`src/rtl/brc_pkg.sv`:
```
package brc_pkg;
  localparam int ROUTE_W = 3;
  localparam int HALF_W  = 2;
  localparam int NCODE   = 1 << HALF_W;

  // read-half codes (code 0 = idle)
  localparam int RD_MEM = 1;
  localparam int RD_TMP = 2;
  localparam int RD_HI  = 3;

  // write-half codes (code 0 = idle)
  localparam int WR_LO  = 1;
  localparam int WR_TMP = 2;
  localparam int WR_MEM = 3;
endpackage

```
`src/rtl/brc_half_dec.sv`:
```
module brc_half_dec #(
  parameter int SEL_W = 2,
  localparam int N = 1 << SEL_W
) (
  input  logic             clk,
  input  logic             rst,
  input  logic [SEL_W-1:0] sel,
  output logic [N-1:1]     strobe_n
);
  logic [N-1:1] hot;

  for (genvar i = 1; i < N; i++) begin : g_code
    assign hot[i] = (sel == SEL_W'(i));
  end

  always_ff @(posedge clk) begin
    if (rst) strobe_n <= '1;
    else     strobe_n <= ~hot;
  end
endmodule

```
`src/rtl/brc_temp_reg.sv`:
```
module brc_temp_reg #(
  parameter int DATA_W = 8
) (
  input  logic              clk,
  input  logic              rst,
  input  logic              load_n,
  input  logic              drive_n,
  input  logic [DATA_W-1:0] bus_i,
  output logic [DATA_W-1:0] bus_o,
  output logic              bus_oe,
  output logic [DATA_W-1:0] val_q
);
  always_ff @(posedge clk) begin
    if (rst)          val_q <= '0;
    else if (!load_n) val_q <= bus_i;
  end

  assign bus_oe = ~drive_n;
  assign bus_o  = drive_n ? '0 : val_q;
endmodule

```
`src/rtl/bus_route_core.sv`:
```
module bus_route_core
  import brc_pkg::*;
#(
  parameter int DATA_W = 8
) (
  input  logic               clk,
  input  logic               rst,
  input  logic [ROUTE_W-1:0] route_i,
  input  logic [DATA_W-1:0]  bus_i,
  output logic [DATA_W-1:0]  bus_o,
  output logic               bus_oe,
  output logic               mem_rd_n,
  output logic               tmp_rd_n,
  output logic               hi_ld_n,
  output logic               lo_ld_n,
  output logic               tmp_wr_n,
  output logic               mem_wr_n
);
  logic [NCODE-1:1]  rd_n;
  logic [NCODE-1:1]  wr_n;
  logic [DATA_W-1:0] temp_q;

  // read half: low bits of the routing field
  brc_half_dec #(.SEL_W(HALF_W)) u_rd (
    .clk(clk), .rst(rst),
    .sel(route_i[HALF_W-1:0]),
    .strobe_n(rd_n)
  );

  // write half: high bits, overlapping the read half by one bit
  brc_half_dec #(.SEL_W(HALF_W)) u_wr (
    .clk(clk), .rst(rst),
    .sel(route_i[ROUTE_W-1 -: HALF_W]),
    .strobe_n(wr_n)
  );

  assign mem_rd_n = rd_n[RD_MEM];
  assign tmp_rd_n = rd_n[RD_TMP];
  assign hi_ld_n  = rd_n[RD_HI];
  assign lo_ld_n  = wr_n[WR_LO];
  assign tmp_wr_n = wr_n[WR_TMP];
  assign mem_wr_n = wr_n[WR_MEM];

  brc_temp_reg #(.DATA_W(DATA_W)) u_tmp (
    .clk(clk), .rst(rst),
    .load_n(tmp_wr_n), .drive_n(tmp_rd_n),
    .bus_i(bus_i), .bus_o(bus_o), .bus_oe(bus_oe),
    .val_q(temp_q)
  );
endmodule

```
`config.mk`:
```
export PLATFORM = sky130hd
export DESIGN_NAME = bus_route_core
export DESIGN_NICKNAME = d
export VERILOG_FILES = /design/src/rtl/brc_pkg.sv /design/src/rtl/brc_half_dec.sv /design/src/rtl/brc_temp_reg.sv /design/src/rtl/bus_route_core.sv
export SDC_FILE = /design/constraint.sdc
export NUM_CORES = 1
export LEC_CHECK = 0
export BUFFER_PORTS_ARGS = -buffer_cell sky130_fd_sc_hd__buf_2
export CORE_AREA = 2 2 39 41
export CTS_BUF_LIST = sky130_fd_sc_hd__clkbuf_8 sky130_fd_sc_hd__clkbuf_16
export CTS_CLUSTER_SIZE = 30
export DETAILED_ROUTE_END_ITERATION = 8
export DIE_AREA = 0 0 41 43
export PLACE_DENSITY = 0.79
export SKIP_CTS_REPAIR_TIMING = 1
export SLEW_MARGIN = 10
export SYNTH_ARGS = -nofsm -noshare
export SYNTH_HDL_FRONTEND = slang
export SYNTH_SLANG_ARGS = --single-unit
```
`constraint.sdc`:
```
create_clock -name clk -period 1.05 [get_ports clk]
set_input_delay 0.1575 -clock clk [delete_from_list [all_inputs] [get_ports clk]]
set_output_delay 0.1575 -clock clk [all_outputs]
set_load 0.02 [all_outputs]
```
Word level (Yosys, flattened, before mapping)

Cells that the tools add are included.
W data, S select, Z words.

Register bits: 14
Input bits: 13
Output and inout bits: 15
Word-level logic and storage cells: 13

Equality and inequality tests: 6
Mux-type cells: 1
Bitwise operators: 3

Operators with widths:

| kind                 | count |
|---|---|
| $eq A2 B2 Y1 const B | 4 |
| $mux W8              | 1 |
| $not A3 Y3           | 2 |
| $eq A2 B1 Y1 const B | 2 |
| $not A1 Y1           | 1 |

Depth between registers and ports, before layout

Depth in word-level cells: 2
Depth in mapped cells: 3
Depth with buffers taken out: 2

Modules after synthesis

Synthesis repeated with hierarchy kept, for this count alone.

Cells, all modules: 47
Area total of the unflattened synthesis: 509.2 um2

Modules (own cells, without submodules):

| module       | instances | cells each | area each (um2) | sequential area each (um2) |
|---|---|---|---|---|
| brc_temp_reg | 1         | 35         | 339.1           | 160.2 |
| brc_half_dec | 2         | 6          | 85.1            | 60.1 |

Least setup slack after synthesis

Ideal clock, no wire load.

Path kind: register to register
Start point: register u_wr.strobe_n[2] (netlist name)
End point: register u_tmp.val_q[0]
Library setup time: 0.119 ns
Arrival: 0.828 ns
Required time: 0.931 ns
Slack: 0.103 ns
Cell stages (with the launch flop): 4
Buffers on the path: 1
Clock period less this slack: 0.947 ns
Cells stage by stage: dfxtp_1 > buf_6 > mux2i_1 > nor2_1

RTL lines:

| item                   | RTL line           | RTL |
|---|---|---|
| start, declared        | brc_half_dec.sv:8  | `output logic [N-1:1] strobe_n` |
| start signal, assigned | brc_half_dec.sv:18 | `else strobe_n <= ~hot;` |
| end signal, assigned   | brc_temp_reg.sv:15 | `else if (!load_n) val_q <= bus_i;` |
| end, declared          | brc_temp_reg.sv:11 | `output logic [DATA_W-1:0] val_q` |

Worst setup path in the final report

Start point: register u_rd.strobe_n[2] (netlist name)
End point: output bus_o[7]

Word-level cells in the longest chain between the ends: 1

RTL lines:

| item                   | RTL line             | RTL |
|---|---|---|
| start, declared        | brc_half_dec.sv:8    |  |
| start signal, assigned | brc_half_dec.sv:18   |  |
| $mux W8                | brc_temp_reg.sv:19   | `assign bus_o = drive_n ? '0 : val_q;` |
| end, declared          | bus_route_core.sv:10 | `output logic [DATA_W-1:0] bus_o,` |

Every way passes these cells.

==> impl_metrics.env <==
export IMPL_power_density_nw_per_um2=1560
export IMPL_grt_setup_unrepaired="yes"
export IMPL_cts_num_sinks=14
export IMPL_cts_made_buffers=3
export IMPL_layout_drive_gt1_share_pct=46.8
export IMPL_vias=410
export IMPL_post_synth_cell_area_avg_sq_um=10.3
export IMPL_path_max_fanout=10
export IMPL_drv_max_cap_violation_count=0
export IMPL_diodes=0
export IMPL_hold_violations=0
export IMPL_seqPwrFrac_pct=47.5
export IMPL_report_final_setup_viol=2
export IMPL_fin_crit_ps=1050
export IMPL_period_share_pct=100
export IMPL_post_route_drc=0
export IMPL_failed_checks="negative setup slack"
export IMPL_fmax_mhz=950
export IMPL_wire_length_of_the_first_global_routing_pass_mm=1.21
export IMPL_antenna_found_initial=0
export IMPL_p_switching_mw=0.247
export IMPL_power_share_combinational_pct=8.9
export IMPL_postLayoutSetupSlackWorst_ps=-3.00
export IMPL_die_height_um=43
export IMPL_grt_pass1_vias=312
export IMPL_grt_use_total_pct=11.0
export IMPL_cts_reportedPaths_clkPinSlew_ps=60
export IMPL_drt_total_wl_um=924
export IMPL_min_delay_path_class="primary input to flop"
export IMPL_timing_critical_path_to_type="output pin"
export IMPL_final_antenna_net_count=0
export IMPL_relSlewSlack_pct=86.0
export IMPL_dp_hpwl_um=652
export IMPL_post_drt_via_cell_ratio=4.32
export IMPL_cts_htree_levels=1
export IMPL_syn_area_sq_um=505
export IMPL_place_ws_ps=158
export IMPL_cts_tree="yes"
export IMPL_postSynthNetCount=62
export IMPL_final_common_cell="sky130_fd_sc_hd__buf_2"
export IMPL_die_w_um=41
export IMPL_floorplan_rows=14
export IMPL_worst_r2r_setup_slack_ps=220
export IMPL_grt_overflow=0
export IMPL_drt_pass1_iter_count=2
export IMPL_vdd_ir_drop_max_mv=0.630
export IMPL_worstSkewPairLatency_ps=240
export IMPL_post_synth_inst_count=49
export IMPL_outcome="complete, but fails checks"
export IMPL_hold_worst_slack_ps=87.4
export IMPL_drt_wirelength_per_cell_um=9.73
export IMPL_grt_start_max_net_pins=11
export IMPL_ys_types=10
export IMPL_placement_io_buffers=27
export IMPL_fin_tns_setup_ps=-3.79
export IMPL_synthToLayoutAreaGrowth_pct=49.5
export IMPL_switching_share_pct=20.8
export IMPL_drv_slew=0
export IMPL_initial_core_util_pct=36.5
export IMPL_yosysWarningCount=0
export IMPL_finish_net_count=93
export IMPL_gpl_final_weighted_congestion=0.607
export IMPL_power_static_leakage_nw=0.389
export IMPL_crit_arrival_ps=900
export IMPL_timing_worst_setup_path_type="flop to output pin"
export IMPL_floorplan_io_pins=28
export IMPL_layout_cells_most_common_list="sky130_fd_sc_hd__buf_2, sky130_fd_sc_hd__dfxtp_1, sky130_fd_sc_hd__nor2_1, sky130_fd_sc_hd__mux2i_1, sky130_fd_sc_hd__buf_4"
export IMPL_ctsLongestPathBuffers=2
export IMPL_yosys_register_bits=14
export IMPL_clock_skew_ps=2.10
export IMPL_worst_pin_slew_ps=210
export IMPL_cell_internal_pwr_mw=0.936
export IMPL_design_core_area_sq_um=1380
export IMPL_power_share_clock_pct=43.6
export IMPL_start_kind="flop"
export IMPL_synth_seq_area_share_pct=55.4
export IMPL_cts_root_buf="sky130_fd_sc_hd__clkbuf_8"
export IMPL_die_area_sq_um=1760
export IMPL_detail_route_iter0_violations=1
export IMPL_worstPathRequired_ps=890
-- final cells by class --
type / instances / area, sq um
clock buffers: 4 / 55.1
fillers: 133 / 628
inverters: 1 / 3.75
multi-input cells: 32 / 210
flip-flops and latches: 14 / 285
well taps: 16 / 20.0
repair buffers: 28 / 181
-- state kept, by name, summed over array words and instances (netlist names) --
signal,count
u_rd.strobe_n,3
u_tmp.val_q,8
u_wr.strobe_n,3
-- cell usage after synthesis (all sizes together) --
cell type	n	share of area, %
dfxtp	14	55
nand2	4	3.0
nand2b	2	2.5
mux2i	8	16
buf	2	3.2
nor2	9	6.7
nor2b	9	13
inv	1	0.74
-- per-stage QoR --
step / cells / util, % / instance area, sq um / power, mW
global placement: 91 / 48.0 / 664 / 0.676
finish: 95 / 54.6 / 756 / 1.18
global route: 95 / 54.6 / 756 / 1.23
floorplan: 49 / - / 505 / 0.633
CTS: 95 / 52.0 / 719 / 1.20
detailed placement: 91 / 48.0 / 664 / 0.677
-- per-layer routing --
| metal | vias to the layer above | GRT usage [%] | share of wire [%] |
|---|---|---|---|
| met5 | - | 0 | 0 |
| met4 | 0 | 10.0 | 1.5 |
| met3 | 2 | 4.71 | 11 |
| met2 | 19 | 15.3 | 47 |
| met1 | 175 | 11.8 | 41 |
| li1 | 214 | - | - |
-- critical path: stages (launching register included) --
cell	delay, ps
sky130_fd_sc_hd__dfxtp_4	380
sky130_fd_sc_hd__nor2b_1	130
sky130_fd_sc_hd__buf_4	150
-- worst paths after layout --
check / start / to / cells after the start
worst max register to register: u_wr.strobe_n[2] / u_tmp.val_q[4] / 3
worst min register to register: u_tmp.val_q[1] / u_tmp.val_q[1] / 2
worst max-delay path: u_rd.strobe_n[2] / bus_o[7] / 2
worst min-delay path: route_i[2] / u_wr.strobe_n[2] / 2
-- kinds of logic after synthesis --
logic type / after synthesis / synth area share (%)
mux: 8 / 15.8
simple gates: 24 / 24.8
buf+inv: 3 / 3.96
flops: 14 / 55.4
-- power by group through the flow --
| stage | registers [mW] | logic, mW | clock network, mW |
|---|---|---|---|
| detailed placement | 0.573 | 0.104 | 0 |
| CTS | 0.562 | 0.104 | 0.532 |
| global placement | 0.573 | 0.103 | 0 |
| finish | 0.561 | 0.105 | 0.516 |
| floorplan | 0.583 | 0.0493 | 0 |
| global route | 0.564 | 0.115 | 0.555 |
Note: power is estimated with default switching activity, not from simulation.
